<file path="src/rtl/shf_pkg.sv">
package shf_pkg;
   typedef enum logic [1:0] {
      SK_LSL = 2'd0,
      SK_LSR = 2'd1,
      SK_ASR = 2'd2,
      SK_ROR = 2'd3
   } shift_kind_e;
endpackage

</file>
<file path="src/rtl/shf_amount_norm.sv">
module shf_amount_norm
   import shf_pkg::*;
#(
   parameter int DATA_W = 32,
   parameter int IMM_W  = 5,
   parameter int REG_W  = 8,
   localparam int LOG_W = $clog2(DATA_W),
   localparam int AMT_W = $clog2(DATA_W + 2)
) (
   input  shift_kind_e        kind_i,
   input  logic               use_reg_i,
   input  logic [IMM_W-1:0]   imm_amt_i,
   input  logic [REG_W-1:0]   reg_amt_i,
   output logic [AMT_W-1:0]   amt_sat_o,
   output logic [LOG_W-1:0]   rot_amt_o,
   output logic               noop_o
);
   localparam logic [REG_W-1:0] WORD_LIM = REG_W'(DATA_W);

   if (IMM_W > REG_W) begin : g_bad_imm
      $error("immediate amount wider than register amount");
   end
   if (REG_W < AMT_W) begin : g_bad_reg
      $error("register amount cannot express saturation");
   end

   logic [REG_W-1:0] raw;
   logic             full_imm;

   always_comb begin
      raw       = use_reg_i ? reg_amt_i : REG_W'(imm_amt_i);
      full_imm  = !use_reg_i && (imm_amt_i == '0) &&
                  (kind_i == SK_LSR || kind_i == SK_ASR);
      noop_o    = (raw == '0) && !full_imm;
      rot_amt_o = raw[LOG_W-1:0];
      if (full_imm)
         amt_sat_o = AMT_W'(DATA_W);
      else if (raw > WORD_LIM)
         amt_sat_o = AMT_W'(DATA_W + 1);
      else
         amt_sat_o = raw[AMT_W-1:0];
   end
endmodule

</file>
<file path="src/rtl/shf_barrel.sv">
module shf_barrel
   import shf_pkg::*;
#(
   parameter int DATA_W = 32,
   localparam int LOG_W = $clog2(DATA_W),
   localparam int AMT_W = $clog2(DATA_W + 2)
) (
   input  logic [DATA_W-1:0] opnd_i,
   input  shift_kind_e       kind_i,
   input  logic [AMT_W-1:0]  amt_sat_i,
   input  logic [LOG_W-1:0]  rot_amt_i,
   output logic [DATA_W-1:0] res_o,
   output logic              cout_o
);
   if ((1 << LOG_W) != DATA_W) begin : g_bad_width
      $error("data width must be a power of two");
   end

   logic [DATA_W-1:0] rev_in, rev_out, sh_word;
   logic [DATA_W:0]   base;
   logic              fill;

   // bit reversal lets the left shift reuse the right-shift stages
   for (genvar b = 0; b < DATA_W; b++) begin : g_rev
      assign rev_in[b]  = opnd_i[DATA_W-1-b];
      assign rev_out[b] = sh_word[DATA_W-1-b];
   end

   assign fill = (kind_i == SK_ASR) & opnd_i[DATA_W-1];
   assign base = {((kind_i == SK_LSL) ? rev_in : opnd_i), 1'b0};

   // right-shift stages over an extended word; bit 0 collects the carry
   for (genvar i = 0; i < AMT_W; i++) begin : g_sh
      localparam int SH = 1 << i;
      logic [DATA_W:0] prv, nxt;
      if (i == 0) begin : g_first
         assign prv = base;
      end else begin : g_rest
         assign prv = g_sh[i-1].nxt;
      end
      if (SH >= DATA_W + 1) begin : g_flood
         assign nxt = amt_sat_i[i] ? {(DATA_W+1){fill}} : prv;
      end else begin : g_part
         assign nxt = amt_sat_i[i] ? {{SH{fill}}, prv[DATA_W:SH]} : prv;
      end
   end

   assign sh_word = g_sh[AMT_W-1].nxt[DATA_W:1];

   // rotate stages
   for (genvar j = 0; j < LOG_W; j++) begin : g_rot
      localparam int RS = 1 << j;
      logic [DATA_W-1:0] prv, nxt;
      if (j == 0) begin : g_first
         assign prv = opnd_i;
      end else begin : g_rest
         assign prv = g_rot[j-1].nxt;
      end
      assign nxt = rot_amt_i[j] ? {prv[RS-1:0], prv[DATA_W-1:RS]} : prv;
   end

   always_comb begin
      if (kind_i == SK_ROR) begin
         res_o  = g_rot[LOG_W-1].nxt;
         cout_o = g_rot[LOG_W-1].nxt[DATA_W-1];
      end else begin
         res_o  = (kind_i == SK_LSL) ? rev_out : sh_word;
         cout_o = g_sh[AMT_W-1].nxt[0];
      end
   end

   always_comb begin
      if ((kind_i == SK_LSL || kind_i == SK_LSR) && int'(amt_sat_i) > DATA_W)
         a_r5_over_word_clears : assert (res_o == '0 && !cout_o)
            else $error("R5: shift beyond word left bits behind");
      if (kind_i == SK_ASR && int'(amt_sat_i) >= DATA_W)
         a_r6_sign_flood : assert (res_o == {DATA_W{opnd_i[DATA_W-1]}} &&
                                   cout_o == opnd_i[DATA_W-1])
            else $error("R6: arithmetic shift did not flood sign");
      if (kind_i == SK_LSL && amt_sat_i != '0 && int'(amt_sat_i) < DATA_W)
         a_r2_left_carry_bit : assert (cout_o == opnd_i[DATA_W - int'(amt_sat_i)])
            else $error("R2: left shift carry from wrong bit");
      if (kind_i == SK_ROR && rot_amt_i == '0)
         a_r7_whole_turn : assert (res_o == opnd_i)
            else $error("R7: whole-word rotate changed operand");
   end
endmodule

</file>
<file path="src/rtl/shf_flags.sv">
module shf_flags #(
   parameter int DATA_W = 32
) (
   input  logic [DATA_W-1:0] res_i,
   input  logic              cout_i,
   input  logic              noop_i,
   input  logic              carry_i,
   input  logic              ovf_i,
   output logic              carry_o,
   output logic              neg_o,
   output logic              zero_o,
   output logic              ovf_o,
   output logic [3:0]        we_o
);
   always_comb begin
      carry_o = noop_i ? carry_i : cout_i;
      neg_o   = res_i[DATA_W-1];
      zero_o  = (res_i == '0);
      ovf_o   = ovf_i;
      we_o    = {1'b1, 1'b1, ~noop_i, 1'b0};
   end

   always_comb begin
      if (zero_o)
         a_r8_zero_not_negative : assert (!neg_o)
            else $error("R8: zero and negative both set");
   end
endmodule

</file>
<file path="src/rtl/shift_carry_unit.sv">
module shift_carry_unit
   import shf_pkg::*;
#(
   parameter int DATA_W = 32,
   parameter int IMM_W  = 5,
   parameter int REG_W  = 8
) (
   input  logic [DATA_W-1:0] opnd_i,
   input  logic [1:0]        kind_i,
   input  logic              use_reg_i,
   input  logic [IMM_W-1:0]  imm_amt_i,
   input  logic [REG_W-1:0]  reg_amt_i,
   input  logic              carry_i,
   input  logic              ovf_i,
   output logic [DATA_W-1:0] result_o,
   output logic              carry_o,
   output logic              neg_o,
   output logic              zero_o,
   output logic              ovf_o,
   output logic [3:0]        flag_we_o
);
   localparam int LOG_W = $clog2(DATA_W);
   localparam int AMT_W = $clog2(DATA_W + 2);

   shift_kind_e      kind;
   logic [AMT_W-1:0] amt_sat;
   logic [LOG_W-1:0] rot_amt;
   logic             noop, cout;

   assign kind = shift_kind_e'(kind_i);

   shf_amount_norm #(.DATA_W(DATA_W), .IMM_W(IMM_W), .REG_W(REG_W)) u_norm (
      .kind_i    (kind),
      .use_reg_i (use_reg_i),
      .imm_amt_i (imm_amt_i),
      .reg_amt_i (reg_amt_i),
      .amt_sat_o (amt_sat),
      .rot_amt_o (rot_amt),
      .noop_o    (noop)
   );

   shf_barrel #(.DATA_W(DATA_W)) u_barrel (
      .opnd_i    (opnd_i),
      .kind_i    (kind),
      .amt_sat_i (amt_sat),
      .rot_amt_i (rot_amt),
      .res_o     (result_o),
      .cout_o    (cout)
   );

   shf_flags #(.DATA_W(DATA_W)) u_flags (
      .res_i   (result_o),
      .cout_i  (cout),
      .noop_i  (noop),
      .carry_i (carry_i),
      .ovf_i   (ovf_i),
      .carry_o (carry_o),
      .neg_o   (neg_o),
      .zero_o  (zero_o),
      .ovf_o   (ovf_o),
      .we_o    (flag_we_o)
   );

   always_comb begin
      if (noop)
         a_r1_noop_passes_operand : assert (result_o == opnd_i && !flag_we_o[1])
            else $error("R1: zero amount altered operand");
   end
endmodule

</file>
<file path="config.mk">
export PLATFORM = sky130hd
export DESIGN_NAME = shift_carry_unit
export DESIGN_NICKNAME = d
export VERILOG_FILES = /design/src/rtl/shf_pkg.sv /design/src/rtl/shf_amount_norm.sv /design/src/rtl/shf_barrel.sv /design/src/rtl/shf_flags.sv /design/src/rtl/shift_carry_unit.sv
export SDC_FILE = /design/constraint.sdc
export NUM_CORES = 1
export LEC_CHECK = 0
export BUFFER_PORTS_ARGS = -buffer_cell sky130_fd_sc_hd__buf_4
export CAP_MARGIN = 40
export CORE_MARGIN = 4
export CORE_UTILIZATION = 31
export DETAILED_ROUTE_END_ITERATION = 8
export GPL_TIMING_DRIVEN = 0
export PLACE_DENSITY = 0.6
export SLEW_MARGIN = 25
export SYNTH_ARGS = -nofsm -noshare
export SYNTH_HDL_FRONTEND = slang
export SYNTH_SLANG_ARGS = --single-unit
</file>
<file path="constraint.sdc">
create_clock -name vclk -period 7.4
set_input_delay 1.11 -clock vclk [all_inputs]
set_output_delay 1.11 -clock vclk [all_outputs]
set_load 0.005 [all_outputs]
</file>
## Word level (Yosys, flattened, before mapping)

Cells that the tools add are included.

- Input bits: 50
- Output and inout port bits: 40
- Register bits: 0
- Logic and storage cells: 35

- Mux-type cells: 19
- Order comparisons: 1
- Reduce and logical (&&, ||, !) cells: 10
- Equal/unequal tests: 3
- Bitwise gates (word level): 2

Operators with widths:

| cell | count |
|---|---|
| $mux 32 | 8 |
| $mux 33 | 6 |
| $logic_not 32->1 | 1 |
| $mux 6 | 2 |
| $gt 8x6->1 const B | 1 |
| $logic_not 8->1 | 1 |
| $mux 8 | 1 |
| $logic_not 5->1 | 1 |
| $eq 2x2->1 const B | 2 |
| $logic_and 1x1->1 | 3 |
| $eq 2x1->1 const B | 1 |
| $logic_not 1->1 | 2 |
| $logic_not 2->1 | 1 |
| $mux 1 | 2 |
| $and 1x1->1 | 1 |
| $logic_or 1x1->1 | 1 |
| $not 1->1 | 1 |

## Logic depth before layout (Yosys ltp)

Gate-level depths: netlist (run 1).

- Depth in word-level cells: 13
- Mapped depth: 17
- Depth with buffers taken out: 14

## Modules after synthesis

From an unflattened synthesis (run 1), not the netlist that was laid out.

- Cell total of the unflattened synthesis: 701
- Area total of the unflattened synthesis: 5841.9 um^2

Modules (own cells, without submodules):

| module | seq. area each (um^2) | times used | area an instance (um^2) | cells an instance |
|---|---|---|---|---|
| shf_barrel | 0.0 | 1 | 5491.5 | 656 |
| shf_amount_norm | 0.0 | 1 | 217.7 | 25 |
| shf_flags | 0.0 | 1 | 132.6 | 20 |

## Worst setup path before layout (run 1)

Ideal clock, no wire load.

- Path kind: input port to output port
- Start: in kind_i[0]
- End: out zero_o
- Arrival time: 4.293 ns
- Path buffers: 1
- Stages on the path: 15
- Setup slack: 1.997 ns
- Data required time: 6.290 ns
- Cell sequence: inv_1 -> ha_1 -> or4b_1 -> clkbuf_1 -> o211ai_2 -> nor2_1 -> nand3_1 -> nor2_1 -> a2111o_1 -> or3_1 -> or3_1 -> a22oi_1 -> nor4b_1 -> and4_1 -> and4_1

- Longest elaborated chain between the ends: 13

Ends and longest elaborated chain:

| element | line | source |
|---|---|---|
| start: declaration | shift_carry_unit.sv:9 | `input logic [1:0] kind_i,` |
| $eq 2x1->1 / $eq 2x2->1 (equally long branches) | -- |  |
| $logic_or 1x1->1 | shf_amount_norm.sv:33 | `(kind_i == SK_LSR \|\| kind_i == SK_ASR);` |
| $logic_and 1x1->1 | shf_amount_norm.sv:32 | `full_imm = !use_reg_i && (imm_amt_i == '0) &&` |
| $mux 6 | shf_amount_norm.sv:36 | `if (full_imm)` |
| $mux 33 (6 in series) | shf_barrel.sv:44 | `assign nxt = amt_sat_i[i] ? {{SH{fill}}, prv[DATA_W:SH]} : prv;` |
| $mux 32 | shf_barrel.sv:67 | `res_o = (kind_i == SK_LSL) ? rev_out : sh_word;` |
| $mux 32 * | shf_barrel.sv:63 | `if (kind_i == SK_ROR) begin` |
| $logic_not 32->1 * | shf_flags.sv:18 | `zero_o = (res_i == '0);` |
| end: declaration | shift_carry_unit.sv:18 | `output logic zero_o,` |

Mark *: on every way between the ends. The rest lies on a longest branch, timed or not.

## Worst setup path in the final report (run 1)

Ends and elaborated chain as after synthesis.

==> impl_metrics.yaml, run 1 <==
floorplanning:
  die_width_um: 158
  fp.coreArea_sq_um: 22000
  start_util: 0.317
  die_h_um: 158
  num_io_pins: 90
  die_area_sq_um: 24900
  rows: 54
sta:
  drv_slew: 0
  hold_viol: 0
  final.period_utilization: 0.983
  finalCriticalPeriod_ps: 7270
  setup_slack_ps: 128
  setup_viol: 0
  tightest_slew_ps: 1020
  max_slew_margin: 0.319
  fmax_mhz: 138
  final.setup.tns_ps: 0
  rsz0062_at_grt: "false"
synthesis:
  synth.avg_cell_area_sq_um: 6.64
  synthCells: 1049
  yosysWarningCount: 0
  seq_area_frac_synth: 0
  syn_area_sq_um: 6970
  synth_cell_types: 85
cells_and_area:
  diodes: 0
  syn_to_final_growth_pct: 15.9
  seq_cell_count: 0
  layout_commonest_cell: "mux2i_1"
  seq_area_sq_um: 0
  drive_above_1_share: 0.171
  n_fill_cell: 2477
  final_cell_mix: "mux2i_1, nand2_1, buf_4"
  layout.nets: 1203
  nClkBuffers: 0
  fin_area_sq_um: 8080
  stdcell_count: 1428
placed_design:
  hpwl_um: 40300
  gp_congestion: 1.02
  placed_cell_area_sq_um: 8040
  pre_cts_slack_ps: 257
  dp_cells: 1424
  io_buffers: 83
global_route:
  grt_max_degree: 11
  antenna_found_initial: 0
  grt_pass1_vias: 9669
  grt.overflow.total: 0
  grtUsageTotal: 0.384
  grt_pass1_wl_um: 70200
pwr:
  switching_power_w: 0.000637
  power.total_w: 0.000940
  pwr-share-comb: 1.000
  switching_share: 0.677
  p_int_w: 0.000303
  pwr-share-seq: 0
  power.leakage_nw: 3.27
  p_per_area_nw_per_um2: 116
  pwr-share-clk: 0
  ir_worst_vdd_mv: 0.0275
worst_setup_path:
  critPathLaunchType: "input port"
  crit_arrival_ps: 6160
  critical_path_class: "in -> out"
  worstPathMaxFanout: 10
  end_kind: "primary output"
  worstPathRequired_ps: 6290
route:
  drtAntennaViolNets: 0
  vias: 10290
  drc: 0
  drt_iter0_drc: 1593
  wl_per_cell_um: 35.1
  wl_um: 50100
  vias_per_cell: 7.21
  drt_first_pass_iters: 6
run_status:
  status: "completed"
min_path:
  min_path_cells: 2
  worstHoldPathType: "in -> out"
run:
  cap_violations: 0
clock_tree:
  postCtsSetupRepairBufs: 0
[synth_stat cells, drive strengths merged (12+ instances only)]
library cell    n  share of area
buf            51          0.039
o21ai          53          0.041
o211ai         27          0.031
or3            12          0.011
mux2           17          0.027
clkbuf         55          0.030
inv            22          0.012
a211oi         58          0.065
nor2           95          0.052
o22ai          16          0.014
o31ai          13          0.015
a31oi          12          0.011
nand2         101          0.055
nand3          42          0.032
mux2i         163           0.24
a21oi          87          0.065
nor3           35          0.027
o221ai         16          0.020
[kinds of logic after synthesis]
kind of cell	synth area share
AO/OA/AOI/OAI	0.409
adder cells (fa/ha/maj)	0.00539
buffers and inverters	0.0814
multiplexers	0.270
other	0.00108
AND/OR/NAND/NOR	0.234
[path summary, 6_finish.rpt]
| kind | slack, ps | start | to |
|---|---|---|---|
| hold / removal | 2390 | ovf_i | ovf_o |
| setup / recovery | 130 | kind_i[0] | zero_o |
[area by class of cell]
class,instances,area [sq um],share of cell area
Inverter,23,86.3,0.0107
Buffer,106,482,0.0596
Timing Repair Buffer,98,721,0.0892
Multi-Input combinational cell,921,6440,0.797
Tap cell,280,350,0.0434
[metal layers]
layer | part of all wire | wire [um] | GRT usage | vias to the layer above
li1 | - | - | - | 4312
met2 | 0.42 | 21000 | 0.575 | 786
met5 | 0 | 0 | 0 | -
met4 | 0.051 | 2540 | 0.144 | 0
met1 | 0.42 | 20800 | 0.539 | 5041
met3 | 0.11 | 5720 | 0.0798 | 151
[power groups by stage]
stage	Sequential, W	Combinational (W)	Clock (W)
after CTS	0	0.000890	0
final	0	0.000940	0
after floorplan	0	0.000506	0
after detailed placement	0	0.000886	0
after global placement	0	0.000894	0
after global routing	0	0.000965	0
[worst max-delay path: stages]
cell      delay (ps)
buf_4            120
inv_1             90
ha_1             220
buf_1            490
clkbuf_1         520
buf_1            540
buf_1            690
a311oi_1         450
nand3_1          200
nand2_1          170
or4_1            570
a22oi_1          230
nor4b_1          260
and4_1           230
and4_1           160
buf_4            110
[repair_timing]
item	in CTS	in global routing
gates resized for setup	0	2
hold buffers	0	0
setup endpoints to repair	0	1
hold endpoints to repair	0	0
[per-stage QoR]
stage	util	hold WS, ps
CTS	0.366	2390
floorplan	-	2300
global placement	0.362	2390
detailed placement	0.366	2390
global route	0.368	2390
finish	0.368	2390
Note: power is estimated with default switching activity, not from simulation.
==> inputs of run 2 (changes only) <==
--- a/config.mk
+++ b/config.mk
@@ -7,11 +7,10 @@
 export LEC_CHECK = 0
 export BUFFER_PORTS_ARGS = -buffer_cell sky130_fd_sc_hd__buf_4
 export CAP_MARGIN = 40
-export CORE_MARGIN = 4
-export CORE_UTILIZATION = 31
+export CORE_UTILIZATION = 40
 export DETAILED_ROUTE_END_ITERATION = 8
 export GPL_TIMING_DRIVEN = 0
-export PLACE_DENSITY = 0.6
+export PLACE_DENSITY = 0.71
 export SLEW_MARGIN = 25
 export SYNTH_ARGS = -nofsm -noshare
 export SYNTH_HDL_FRONTEND = slang
==> impl_metrics.yaml, run 2 (synthesized netlist as in run 1, its figures left out) <==
run_status:
  status: "completed"
cells_and_area:
  layout.nets: 1201
  nClkBuffers: 0
  drive_above_1_share: 0.166
  final_cell_mix: "mux2i_1, nand2_1, buf_4"
  syn_to_final_growth_pct: 14.6
  layout_commonest_cell: "mux2i_1"
  post-route-util: 0.475
  n_fill_cell: 1815
  stdcell_count: 1366
  seq_cell_count: 0
  seq_area_sq_um: 0
  diodes: 0
route:
  wl_um: 45300
  drt_first_pass_iters: 8
  drc: 0
  vias_per_cell: 7.75
  drtAntennaViolNets: 0
  vias: 10583
  wl_per_cell_um: 33.1
  drt_iter0_drc: 2086
worst_setup_path:
  worstPathMaxFanout: 10
  path_cells: "buf_4, inv_1, ha_1, or4b_1, clkbuf_1, o211ai_2, nor2_1, clkbuf_1, nand2_1, o32ai_1, nor4_1, o211ai_1, nor3_1, a31oi_1, nor4b_1, and4_1, and4_1, buf_4"
  crit_arrival_ps: 6190
  cp_slowest_cell: "nor4_1"
  critical_path_class: "in -> out"
  cpLargestDelayFamily: "simple AND/OR/NAND/NOR gates"
  critPathBufInv: 5
  critPathLaunchType: "input port"
  max_stage_delay_ps: 580
  worstPathRequired_ps: 6290
  end_kind: "primary output"
sta:
  setup_viol: 0
  whs_ps: 2390
  fmax_mhz: 137
  setup_slack_ps: 101
  tightest_slew_ps: 1050
  drv_slew: 0
  hold_viol: 0
  rsz0062_at_grt: "false"
  max_slew_margin: 0.294
  finalCriticalPeriod_ps: 7300
  final.period_utilization: 0.986
  final.setup.tns_ps: 0
floorplanning:
  die_width_um: 134
  start_util: 0.414
  die_h_um: 134
  num_io_pins: 90
  rows: 47
  fp.coreArea_sq_um: 16800
  die_area_sq_um: 17900
pwr:
  p_int_w: 0.000303
  pwr-share-clk: 0
  switching_share: 0.671
  pwr-share-comb: 1.000
  p_per_area_nw_per_um2: 115
  ir_worst_vdd_mv: 0.0617
  pwr-share-seq: 0
  switching_power_w: 0.000618
  power.leakage_nw: 3.26
placed_design:
  io_buffers: 83
  hpwl_um: 35300
  pre_cts_slack_ps: 504
  dp_cells: 1361
  gp_congestion: 1.11
global_route:
  antenna_found_initial: 0
  grt_max_degree: 11
  grt_pass1_vias: 9703
  grt_pass1_wl_um: 64500
  grt.overflow.total: 0
  grtUsageTotal: 0.486
run:
  cap_violations: 0
min_path:
  worstHoldPathType: "in -> out"
clock_tree:
  ctsHoldBuffers: 0
-- run 2: path summary, 6_finish.rpt --
kind / from / to / cells past startpoint
worst max-delay path: kind_i[0] / zero_o / 18
worst min-delay path: ovf_i / ovf_o / 2
-- run 2: stage by stage --
| step | total power [W] | cell area [sq um] |
|---|---|---|
| final | 0.000922 | 7980 |
| after global routing | 0.000936 | 7980 |
| after CTS | 0.000850 | 7940 |
| after detailed placement | 0.000847 | 7940 |
| after global placement | 0.000848 | 7870 |
| after floorplan | 0.000506 | 6970 |
-- run 2: area by class of cell --
type,instances,area [sq um],area share
timing repair buffer,96,717,0.0898
inverter,23,86.3,0.0108
buffer,106,480,0.0602
multi-input combinational,921,6420,0.805
tap,220,275,0.0345
-- run 2: power groups by stage --
stage               Sequential [W]  Combinational (W)  Clock, W
global route                     0           0.000936         0
global placement                 0           0.000848         0
finish                           0           0.000922         0
detailed placement               0           0.000847         0
floorplan                        0           0.000506         0
CTS                              0           0.000850         0
-- run 2: what timing repair did --
action,4_1_cts,5_1_grt
setup buffers,0,0
endpoints found under the setup margin,0,1
resized for setup,0,1
-- run 2: routing by layer --
metal | track usage | up-vias | share of wire | wire length (um)
met4 | 0.270 | 3 | 0.076 | 3420
li1 | - | 4325 | - | -
met5 | 0.0250 | - | 0.0014 | 63
met1 | 0.619 | 4889 | 0.37 | 16600
met3 | 0.181 | 276 | 0.17 | 7520
met2 | 0.695 | 1090 | 0.39 | 17700
